$ cat src/rtl/shirq_pkg.sv
package shirq_pkg;

    // Register word indices (byte address / 4)
    localparam int WA_CFG   = 0;
    localparam int WA_CMD   = 1;
    localparam int WA_POL   = 4;
    localparam int WA_TRIG  = 12;
    localparam int WA_DUAL  = 20;
    localparam int WA_MASK  = 28;
    localparam int WA_SETM  = 36;
    localparam int WA_CLRM  = 44;
    localparam int WA_PEND  = 52;
    localparam int WA_WIN   = 64;
    localparam int WA_PIN   = 128;
    localparam int WA_ROUTE = 384;

    localparam int CMD_SET_BIT = 31;
    localparam int PIN_EN_BIT  = 31;

    typedef enum logic {
        TRIG_LEVEL = 1'b0,
        TRIG_EDGE  = 1'b1
    } trig_e;

    typedef struct packed {
        logic  pol;
        trig_e trig;
        logic  dual;
    } line_cfg_t;

endpackage

$ cat src/rtl/shirq_line.sv
module shirq_line
    import shirq_pkg::*;
(
    input  logic      clk,
    input  logic      rst_n,
    input  logic      line_in,
    input  line_cfg_t cfg,
    input  logic      cmd_hit,
    input  logic      cmd_set,
    output logic      pend_o
);

    logic prev_q;
    logic pend_q;
    logic qual;
    logic rise;
    logic fall;
    logic edge_hit;

    always_comb begin
        qual     = cfg.pol ? line_in : ~line_in;
        rise     = line_in & ~prev_q;
        fall     = ~line_in & prev_q;
        edge_hit = cfg.dual ? (rise | fall) : (cfg.pol ? rise : fall);
    end

    always_ff @(posedge clk or negedge rst_n) begin
        if (!rst_n) begin
            prev_q <= 1'b0;
            pend_q <= 1'b0;
        end else begin
            prev_q <= line_in;
            unique case (cfg.trig)
                TRIG_LEVEL: pend_q <= qual;
                TRIG_EDGE: begin
                    if (edge_hit || (cmd_hit && cmd_set))
                        pend_q <= 1'b1;
                    else if (cmd_hit)
                        pend_q <= 1'b0;
                end
                default: pend_q <= pend_q;
            endcase
        end
    end

    assign pend_o = pend_q;

    AST_LEVEL_FOLLOWS: assert property (@(posedge clk) disable iff (!rst_n)
        (cfg.trig == TRIG_LEVEL) |=> (pend_q == $past(qual)));

    AST_EDGE_HOLDS: assert property (@(posedge clk) disable iff (!rst_n)
        (cfg.trig == TRIG_EDGE && pend_q && !(cmd_hit && !cmd_set)) |=> pend_q);

    AST_EDGE_BEATS_CLEAR: assert property (@(posedge clk) disable iff (!rst_n)
        (cfg.trig == TRIG_EDGE && edge_hit) |=> pend_q);

    AST_DUAL_ANY_EDGE: assert property (@(posedge clk) disable iff (!rst_n)
        (cfg.trig == TRIG_EDGE && cfg.dual && (line_in != prev_q)) |=> pend_q);

endmodule

$ cat src/rtl/shirq_pick.sv
module shirq_pick #(
    parameter int NUM_LINES = 32,
    parameter int IDX_W     = $clog2(NUM_LINES + 1)
) (
    input  logic                 clk,
    input  logic                 rst_n,
    input  logic [NUM_LINES-1:0] hits,
    output logic [IDX_W-1:0]     idx_o,
    output logic                 any_o
);

    always_comb begin
        idx_o = IDX_W'(NUM_LINES);
        for (int i = NUM_LINES - 1; i >= 0; i--) begin
            if (hits[i])
                idx_o = IDX_W'(i);
        end
        any_o = |hits;
    end

    AST_PICK_IS_HIT: assert property (@(posedge clk) disable iff (!rst_n)
        any_o |-> hits[idx_o]);

    AST_PICK_SENTINEL: assert property (@(posedge clk) disable iff (!rst_n)
        !any_o |-> (idx_o == IDX_W'(NUM_LINES)));

    AST_PICK_LOWEST: assert property (@(posedge clk) disable iff (!rst_n)
        any_o |-> ($countones(hits & ~({NUM_LINES{1'b1}} << idx_o)) == 0));

endmodule

$ cat src/rtl/shirq_ctrl.sv
module shirq_ctrl
    import shirq_pkg::*;
#(
    parameter int NUM_LINES = 32,
    parameter int NUM_CORES = 2,
    parameter int NUM_PINS  = 6
) (
    input  logic                          clk,
    input  logic                          rst_n,
    input  logic [NUM_LINES-1:0]          irq_in,
    input  logic                          bus_wr,
    input  logic [11:0]                   bus_addr,
    input  logic [31:0]                   bus_wdata,
    output logic [31:0]                   bus_rdata,
    output logic [NUM_CORES-1:0]          core_req,
    output logic [NUM_CORES*NUM_PINS-1:0] core_pin_req
);

    localparam int IDX_W      = $clog2(NUM_LINES + 1);
    localparam int PIN_W      = (NUM_PINS > 1) ? $clog2(NUM_PINS) : 1;
    localparam int LINE_WORDS = (NUM_LINES + 31) / 32;
    localparam int PADDED     = LINE_WORDS * 32;

    logic [9:0]                  waddr;
    logic [NUM_LINES-1:0]        pol_v, trig_v, dual_v, mask_v, pend_v, pin_en_v;
    logic [NUM_LINES*NUM_CORES-1:0] route_flat;
    logic [NUM_LINES*PIN_W-1:0]  pin_flat;
    logic [NUM_CORES-1:0]        route_pick;
    logic [NUM_CORES-1:0][NUM_LINES-1:0] hit_m;
    logic [NUM_CORES-1:0][IDX_W-1:0]     win_idx;
    logic [PADDED-1:0]           pol_pad, trig_pad, dual_pad, mask_pad, pend_pad;
    logic                        unused_bits;

    assign waddr       = bus_addr[11:2];
    assign route_pick  = bus_wdata[NUM_CORES-1:0] & (~bus_wdata[NUM_CORES-1:0] + NUM_CORES'(1));
    assign unused_bits = ^{bus_addr, bus_wdata};

    // Per-line configuration, routing and pending state
    for (genvar i = 0; i < NUM_LINES; i++) begin : g_line
        localparam logic [9:0] A_POL  = 10'(WA_POL + i / 32);
        localparam logic [9:0] A_TRIG = 10'(WA_TRIG + i / 32);
        localparam logic [9:0] A_DUAL = 10'(WA_DUAL + i / 32);
        localparam logic [9:0] A_SETM = 10'(WA_SETM + i / 32);
        localparam logic [9:0] A_CLRM = 10'(WA_CLRM + i / 32);
        localparam logic [9:0] A_PIN  = 10'(WA_PIN + i);
        localparam logic [9:0] A_RT   = 10'(WA_ROUTE + i);
        localparam logic [7:0] LID    = 8'(i);
        localparam int         B      = i % 32;

        logic                 pol_q, dual_q, mask_q, pin_en_q;
        trig_e                trig_q;
        logic [PIN_W-1:0]     pin_q;
        logic [NUM_CORES-1:0] route_q;
        line_cfg_t            cfg;
        logic                 cmd_hit;

        always_ff @(posedge clk or negedge rst_n) begin
            if (!rst_n) begin
                pol_q    <= 1'b1;
                trig_q   <= TRIG_LEVEL;
                dual_q   <= 1'b0;
                mask_q   <= 1'b0;
                pin_en_q <= 1'b0;
                pin_q    <= '0;
                route_q  <= NUM_CORES'(1);
            end else if (bus_wr) begin
                if (waddr == A_POL)  pol_q  <= bus_wdata[B];
                if (waddr == A_TRIG) trig_q <= trig_e'(bus_wdata[B]);
                if (waddr == A_DUAL) dual_q <= bus_wdata[B];
                if (waddr == A_SETM && bus_wdata[B])
                    mask_q <= 1'b1;
                else if (waddr == A_CLRM && bus_wdata[B])
                    mask_q <= 1'b0;
                if (waddr == A_PIN) begin
                    pin_en_q <= bus_wdata[PIN_EN_BIT];
                    pin_q    <= bus_wdata[PIN_W-1:0];
                end
                if (waddr == A_RT && |bus_wdata[NUM_CORES-1:0])
                    route_q <= route_pick;
            end
        end

        assign cfg     = '{pol: pol_q, trig: trig_q, dual: dual_q};
        assign cmd_hit = bus_wr && (waddr == 10'(WA_CMD)) && (bus_wdata[7:0] == LID);

        shirq_line u_line (
            .clk     (clk),
            .rst_n   (rst_n),
            .line_in (irq_in[i]),
            .cfg     (cfg),
            .cmd_hit (cmd_hit),
            .cmd_set (bus_wdata[CMD_SET_BIT]),
            .pend_o  (pend_v[i])
        );

        assign pol_v[i]    = pol_q;
        assign trig_v[i]   = (trig_q == TRIG_EDGE);
        assign dual_v[i]   = dual_q;
        assign mask_v[i]   = mask_q;
        assign pin_en_v[i] = pin_en_q;
        assign pin_flat[i*PIN_W +: PIN_W]           = pin_q;
        assign route_flat[i*NUM_CORES +: NUM_CORES] = route_q;

        AST_ROUTE_ONEHOT: assert property (@(posedge clk) disable iff (!rst_n)
            $countones(route_q) == 1);

        AST_SETMASK_TAKES: assert property (@(posedge clk) disable iff (!rst_n)
            (bus_wr && waddr == A_SETM && bus_wdata[B]) |=> mask_q);

        AST_CLRMASK_TAKES: assert property (@(posedge clk) disable iff (!rst_n)
            (bus_wr && waddr == A_CLRM && bus_wdata[B]) |=> !mask_q);
    end

    // Per-core qualification, priority pick and pin fan-out
    for (genvar c = 0; c < NUM_CORES; c++) begin : g_core
        for (genvar i = 0; i < NUM_LINES; i++) begin : g_hit
            assign hit_m[c][i] = pend_v[i] & mask_v[i] & route_flat[i*NUM_CORES + c];
        end

        shirq_pick #(.NUM_LINES(NUM_LINES), .IDX_W(IDX_W)) u_pick (
            .clk   (clk),
            .rst_n (rst_n),
            .hits  (hit_m[c]),
            .idx_o (win_idx[c]),
            .any_o (core_req[c])
        );

        for (genvar p = 0; p < NUM_PINS; p++) begin : g_pin
            logic [NUM_LINES-1:0] on_pin;
            for (genvar i = 0; i < NUM_LINES; i++) begin : g_sel
                assign on_pin[i] = pin_en_v[i] && (pin_flat[i*PIN_W +: PIN_W] == PIN_W'(p));
            end
            assign core_pin_req[c*NUM_PINS + p] = |(hit_m[c] & on_pin);
        end

        AST_REQ_MATCHES_HITS: assert property (@(posedge clk) disable iff (!rst_n)
            core_req[c] == (hit_m[c] != '0));
    end

    // Read path
    always_comb begin
        pol_pad  = '0; pol_pad[NUM_LINES-1:0]  = pol_v;
        trig_pad = '0; trig_pad[NUM_LINES-1:0] = trig_v;
        dual_pad = '0; dual_pad[NUM_LINES-1:0] = dual_v;
        mask_pad = '0; mask_pad[NUM_LINES-1:0] = mask_v;
        pend_pad = '0; pend_pad[NUM_LINES-1:0] = pend_v;
    end

    always_comb begin
        bus_rdata = '0;
        if (waddr == 10'(WA_CFG)) begin
            bus_rdata[23:16] = 8'(NUM_LINES / 8 - 1);
            bus_rdata[7:0]   = 8'(NUM_CORES - 1);
        end
        for (int w = 0; w < LINE_WORDS; w++) begin
            if (waddr == 10'(WA_POL + w))  bus_rdata = pol_pad[w*32 +: 32];
            if (waddr == 10'(WA_TRIG + w)) bus_rdata = trig_pad[w*32 +: 32];
            if (waddr == 10'(WA_DUAL + w)) bus_rdata = dual_pad[w*32 +: 32];
            if (waddr == 10'(WA_MASK + w)) bus_rdata = mask_pad[w*32 +: 32];
            if (waddr == 10'(WA_PEND + w)) bus_rdata = pend_pad[w*32 +: 32];
        end
        for (int c = 0; c < NUM_CORES; c++) begin
            if (waddr == 10'(WA_WIN + c)) bus_rdata = 32'(win_idx[c]);
        end
        for (int i = 0; i < NUM_LINES; i++) begin
            if (waddr == 10'(WA_PIN + i))
                bus_rdata = {pin_en_v[i], 31'(pin_flat[i*PIN_W +: PIN_W])};
            if (waddr == 10'(WA_ROUTE + i))
                bus_rdata = 32'(route_flat[i*NUM_CORES +: NUM_CORES]);
        end
    end

endmodule

$ cat config.mk
export PLATFORM = sky130hd
export DESIGN_NAME = shirq_ctrl
export DESIGN_NICKNAME = d
export VERILOG_FILES = /design/src/rtl/shirq_pkg.sv /design/src/rtl/shirq_line.sv /design/src/rtl/shirq_pick.sv /design/src/rtl/shirq_ctrl.sv
export SDC_FILE = /design/constraint.sdc
export NUM_CORES = 1
export LEC_CHECK = 0
export BUFFER_PORTS_ARGS = -buffer_cell sky130_fd_sc_hd__buf_2
export CORE_ASPECT_RATIO = 1.1
export CORE_MARGIN = 3
export CORE_UTILIZATION = 40
export DETAILED_ROUTE_END_ITERATION = 12
export PLACE_DENSITY = 0.56
export SETUP_SLACK_MARGIN = 0.2
export SYNTH_ARGS = -nofsm -noshare
export SYNTH_HDL_FRONTEND = slang
export SYNTH_SLANG_ARGS = --single-unit
$ cat constraint.sdc
create_clock -name clk -period 3.86 [get_ports clk]
set_clock_uncertainty 0.1 [all_clocks]
set_input_delay 0 -clock clk [delete_from_list [all_inputs] [get_ports clk]]
set_output_delay 0 -clock clk [all_outputs]
set_load 0.005 [all_outputs]
Yosys cells after proc, flatten, opt, wreduce, memory -nomap -nowiden
Index checks and enable logic that the tools add are counted.
{ "totals": {"ff_bits": 384, "latch_bits": 0, "ramBits": 0, "mem_bits_ro": 0, "out_inout_bits": 46, "n_memories": 0} }
{ "op_classes": {"addsub": 1, "mul": 0, "div_mod_pow": 0, "magnitude_cmp": 0, "n_eq_ne": 297, "n_shift": 0, "n_mux": 393, "n_bitwise": 302, "n_reduce_logical": 565} }
{ "ops": {"columns": ["cell", "n"], "rows": [
  ["2-to-1 mux 32 bit", 71],
  ["OR reduction 32 bit", 14],
  ["AND 32 bit", 12],
  ["2-to-1 mux 6 bit", 64],
  ["logical AND 1 bit", 353],
  ["== test 10 x 8 -> 1 bit (second input constant)", 32],
  ["== test 10 x 9 -> 1 bit (second input constant)", 32],
  ["2-to-1 mux 1 bit", 225],
  ["AND reduction 2 bit", 99],
  ["== test 3 x 2 -> 1 bit (second input constant)", 64],
  ["== test 3 bit (second input constant)", 64],
  ["AND 1 bit", 160],
  ["== test 8 x 5 -> 1 bit (second input constant)", 16],
  ["== test 3 x 1 -> 1 bit (second input constant)", 32],
  ["logical NOT 3 bit", 32],
  ["!= test 3 x 1 -> 1 bit (second input constant)", 32],
  ["inverter 1 bit", 96],
  ["== test 8 x 4 -> 1 bit (second input constant)", 8],
  ["one-hot mux 1 bit (2 select lines)", 32],
  ["nonzero test 2 bit", 32],
  ["== test 8 x 3 -> 1 bit (second input constant)", 4],
  ["logical OR 1 bit", 32],
  ["OR 1 bit", 32],
  ["== test 10 x 6 -> 1 bit (second input constant)", 3],
  ["other kinds (14)", 17]
]} }

Depth between registers and ports, before layout
{ "depth": {"word_depth": 100, "ltp_mapped": 12, "mapped_depth_nobuf": 8} }

Cells and area by module
From an unflattened synthesis, not the netlist that was laid out.
{ "unflattened": {"cells_unflattened": 2779, "area_unflattened_um2": 25595.8} }
{ "by_module_without_submodules": {"columns": ["module", "instances", "cells_per_inst", "area_each_um2", "seq_area_each_um2"], "rows": [
  ["shirq_ctrl", 1, 2261, 20478.4, 8087.8],
  ["shirq_line", 32, 12, 135.1, 50.0],
  ["shirq_pick", 2, 67, 396.6, 0.0]
]} }

Worst setup path before layout
OpenSTA, ideal clock, no wires.
{ "synth_timing": {"kind": "reg-to-output", "start": "register g_line[10].mask_q", "end": "output core_pin_req[8]", "t_arrival_ns": 2.252, "t_required_ns": 3.760, "setup_slack_ns": 1.508, "path_stages_with_launch": 9, "cell_sequence": "dfrtp_1 -> and3_1 -> clkbuf_1 -> a31oi_1 -> o211ai_1 -> or4_1 -> nor4_1 -> o311ai_0 -> or4_1"} }
{ "synth_via": {"elab_chain_len": 4} }
{ "synth_rtl": {"columns": ["element", "line_no", "source"], "rows": [
  ["start: declaration", "shirq_ctrl.sv:50", "logic pol_q, dual_q, mask_q, pin_en_q;"],
  ["start signal: assignment", "shirq_ctrl.sv:62", "mask_q <= 1'b0;"],
  ["start signal: assignment", "shirq_ctrl.sv:71", "mask_q <= 1'b1;"],
  ["start signal: assignment", "shirq_ctrl.sv:73", "mask_q <= 1'b0;"],
  ["AND 1 bit (2 in a row)", "shirq_ctrl.sv:117", "assign hit_m[c][i] = pend_v[i] & mask_v[i] & route_flat[i*NUM_CORES + c];"],
  ["AND 32 bit", "shirq_ctrl.sv:133", "assign core_pin_req[c*NUM_PINS + p] = |(hit_m[c] & on_pin);"],
  ["OR reduction 32 bit", "shirq_ctrl.sv:133", null],
  ["end: declaration", "shirq_ctrl.sv:16", "output logic [NUM_CORES*NUM_PINS-1:0] core_pin_req"]
]} }
No other way between the ends.

Worst setup path in the final report
{ "layout_timing": {"start": "register g_line[13].mask_q", "end": "output core_pin_req[2]"} }
{ "layout_via": {"elab_chain_len": 4} }
{ "layout_rtl": {"columns": ["element", "line_no"], "rows": [
  ["start: declaration", "shirq_ctrl.sv:50"],
  ["start signal: assignment", "shirq_ctrl.sv:62"],
  ["start signal: assignment", "shirq_ctrl.sv:71"],
  ["start signal: assignment", "shirq_ctrl.sv:73"],
  ["AND 1 bit (2 in a row)", "shirq_ctrl.sv:117"],
  ["AND 32 bit", "shirq_ctrl.sv:133"],
  ["OR reduction 32 bit", "shirq_ctrl.sv:133"]
]} }
No other way between the ends.

==> impl_metrics.env <==
export IMPL_outcome="complete, no violations"
export IMPL_grt_first_pass_wirelength_um=219000
export IMPL_dominantRegCellSynth="dfrtp_1"
export IMPL_grt_pass1_vias=27500
export IMPL_nNetsFinal=3288
export IMPL_path_clk_slew_ps=60
export IMPL_grt_antenna_before_repair=18
export IMPL_synth_edff_count=0
export IMPL_std_cell_rows=96
export IMPL_tritoncts="built"
export IMPL_syn_area_per_cell_um2=8.85
export IMPL_growth_of_design_area_from_synthesis_to_finish_pct=20.1
export IMPL_worst_skew_pair_late_latency_ps=610
export IMPL_drt_iter0_markers=4469
export IMPL_worstHoldPathType="in -> reg"
export IMPL_p_leak_uw=0.0130
export IMPL_detailed_place_hpwl_um=121000
export IMPL_clock_sinks=384
export IMPL_grt_overflow=0
export IMPL_endpoint_kind="primary output"
export IMPL_timing_fmax_ghz=0.265
export IMPL_timing_max_cap_violations=0
export IMPL_avgViaCountPerCell=7.10
export IMPL_max_slew_worst_pin_slew_ps=1450
export IMPL_finalWirelength_um=158000
export IMPL_maxSlewHeadroom=0.0341
export IMPL_power_density_nw_per_um2=310
export IMPL_tmin_final_ps=3770
export IMPL_cts_max_path_buffers=3
export IMPL_crit_type="reg -> out"
export IMPL_ys_warn_count=0
export IMPL_place_gp_congestion=1.13
export IMPL_timing_max_transition_violations_final=0
export IMPL_ys_seq_elements=384
export IMPL_ys_async_sr_fraction=1.00
export IMPL_finalSetupViolCount=0
export IMPL_syn_nets=3020
export IMPL_numCtsBuffers=44
export IMPL_grt_max_degree=96
export IMPL_die_span_y_um=271
export IMPL_num_io_pins=125
export IMPL_core_um2=62700
export IMPL_crit_path_max_fanout=6
export IMPL_rsz0062_at_grt="true"
export IMPL_report_final_hold_viol_count=0
export IMPL_synth_cells=2877
export IMPL_drt_first_pass_iters=8
export IMPL_drive_above_1_share=0.240
export IMPL_yosys_cell_types_count=90
export IMPL_critical_path_required_ps=3760
export IMPL_die_width_um=247
export IMPL_drc=0
export IMPL_arrival_time_reported_for_the_critical_path_endpoint_ps=3670
export IMPL_die_area_um2=66700
export IMPL_clock_tree_root_cell="clkbuf_16"
export IMPL_routedWlPerCell_um=39.3
export IMPL_final_setup_tns_ps=0
export IMPL_dpl_instance_area_um2=28000
export IMPL_detail_route_antenna_nets=0
export IMPL_mappedNetlistArea_um2=25500
export IMPL_numPortBuffers=122
export IMPL_starting_utilization_of_the_core_area=0.406
export IMPL_cts_htree_levels=2
export IMPL_timing_final_crit_share=0.978
export IMPL_fin_area_um2=30600
export IMPL_critPathLaunchType="flip-flop"
export IMPL_max_vdd_drop_mv=0.376
export IMPL_synth_seq_area_share=0.380
export IMPL_grt_usage=0.470
export IMPL_post_layout_total_power_uw=9490
export IMPL_num_vias=28600
==> synthesized netlist by cell type (18+ instances only) <==
master	count	share of area
a21oi_1	129	0.025
a22o_1	48	0.017
a22oi_1	65	0.019
a31oi_1	57	0.014
and3_1	47	0.012
buf_2	22	0.0043
clkbuf_1	137	0.020
dfrtp_1	320	0.31
dfstp_2	64	0.066
ha_1	64	0.031
inv_1	77	0.011
mux2_2	224	0.099
mux2i_1	33	0.013
nand2_1	304	0.045
nand2b_1	27	0.0066
nand3_1	158	0.031
nand3b_1	45	0.013
nand4_1	42	0.010
nor2_1	159	0.023
nor2b_1	31	0.0076
nor3_1	150	0.029
nor4_1	48	0.012
o211ai_1	18	0.0053
o21ai_0	188	0.037
o22ai_1	98	0.024
o32ai_1	28	0.0096
xnor2_1	32	0.011
==> report_power, final <==
group	switching, uW	internal, uW
clock	1880	2500
combinational	549	296
sequential	142	4120
==> cell type report <==
type                            count  area [um2]
Antenna cell                       12        30.0
Clock buffer                       61        1250
Clock inverter                     19         224
Fill cell                        5880       32100
Inverter                           77         289
Multi-Input combinational cell   2238       15000
Sequential cell                   384        9690
Tap cell                          833        1040
Timing Repair Buffer              400        3050
==> cell families (layout without fill, tap and decap cells) <==
group / after synthesis / in the layout / share of synthesized area
AO/OA/AOI/OAI: 770 / 770 / 0.200
XOR/XNOR: 32 / 32 / 0.0110
adder cells (fa/ha/maj): 64 / 64 / 0.0314
buffers and inverters: 255 / 557 / 0.0395
flip-flops: 384 / 384 / 0.380
multiplexers: 257 / 257 / 0.112
other: 0 / 12 / 0
AND/OR/NAND/NOR: 1115 / 1115 / 0.225
==> critical path: stages, from the launching register on <==
cell and delay [ps]:
dfrtp_1 450, nand3_1 540, o31ai_1 220, nor3_1 220, o2111ai_1 460, nor4_1 420
nand4_1 160, or4_1 430, buf_2 150
==> sequential cells by signal, summed over array words and instances, names as in the netlist <==
signal	count
g_line.route_q	64
g_line.pol_q	32
g_line.dual_q	32
g_line.trig_q	32
g_line.mask_q	32
g_line.u_line.pend_o	32
g_line.pin_q	96
g_line.pin_en_q	32
g_line.u_line.prev_q	32
==> what timing repair did <==
| action | in CTS | in global routing |
|---|---|---|
| endpoints found under the hold margin | 544 | 0 |
| pin swaps | 0 | 3 |
| hold buffers | 89 | 0 |
| gates resized for setup | 11 | 33 |
| setup endpoints to repair | 4 | 8 |
| buffers inserted | 0 | 3 |
==> cells in the final DEF (no fill, tap or decap), types with 11 or more instances in the layout <==
cell type	Yosys	routed
inv_1	77	77
buf_2	22	121
nand4_1	42	42
mux2_2	224	224
dfstp_2	64	64
and3_1	47	37
a22o_1	48	48
nor3_1	150	146
nand3_1	158	146
nand3_2	0	11
or3b_2	17	17
buf_4	4	179
a21oi_1	129	129
dlygate4sd3_1	0	88
a22oi_1	65	64
a31oi_1	57	57
nand2b_1	27	25
diode_2	0	12
o32ai_1	28	27
nand2_1	304	301
nand3b_1	45	45
nor4_1	48	46
nor2_1	159	153
a2111oi_0	17	13
nor2b_1	31	31
dfrtp_1	320	317
nor3b_1	14	12
o21ai_0	188	186
xnor2_1	32	32
mux2i_1	33	33
a222oi_1	17	17
ha_1	64	64
o211ai_1	18	18
o2111ai_1	11	11
o22ai_1	98	98
clkbuf_16	0	44
==> metrics by stage <==
step | setup slack, ps | cells | utilization | hold WS [ps]
after floorplan | 1510 | 2877 | - | -396
after global placement | 365 | 3837 | 0.446 | -124
after detailed placement | 408 | 3837 | 0.446 | -118
after CTS | 183 | 4006 | 0.484 | 3.34
after global routing | 159 | 4012 | 0.487 | 11.5
final | 85.2 | 4024 | 0.488 | 17.1
==> per-layer routing <==
layer | GRT usage | up-vias | share of wire
met5 | 0 | - | 0.0010
met1 | 0.558 | 14100 | 0.35
li1 | - | 11500 | -
met4 | 0.371 | 16 | 0.10
met3 | 0.170 | 600 | 0.12
met2 | 0.683 | 2316 | 0.42
==> final timing paths <==
| check | startpoint | endpoint | slack [ps] | cells after the start |
|---|---|---|---|---|
| hold reg to reg | g_line[12].trig_q | g_line[12].u_line.pend_o | 400 | 1 |
| setup / recovery | g_line[13].mask_q | core_pin_req[2] | 90 | 8 |
| hold / removal | irq_in[8] | g_line[8].u_line.prev_q | 20 | 2 |
| min in group asynchronous | rst_n | g_line[3].route_q[0] | 560 | 3 |
| max in group asynchronous | rst_n | g_line[31].u_line.pend_o | 2470 | 4 |
| setup reg to reg | g_line[25].pol_q | g_line[25].u_line.pend_o | 2310 | 3 |
Power figures use the tool's default switching activity.
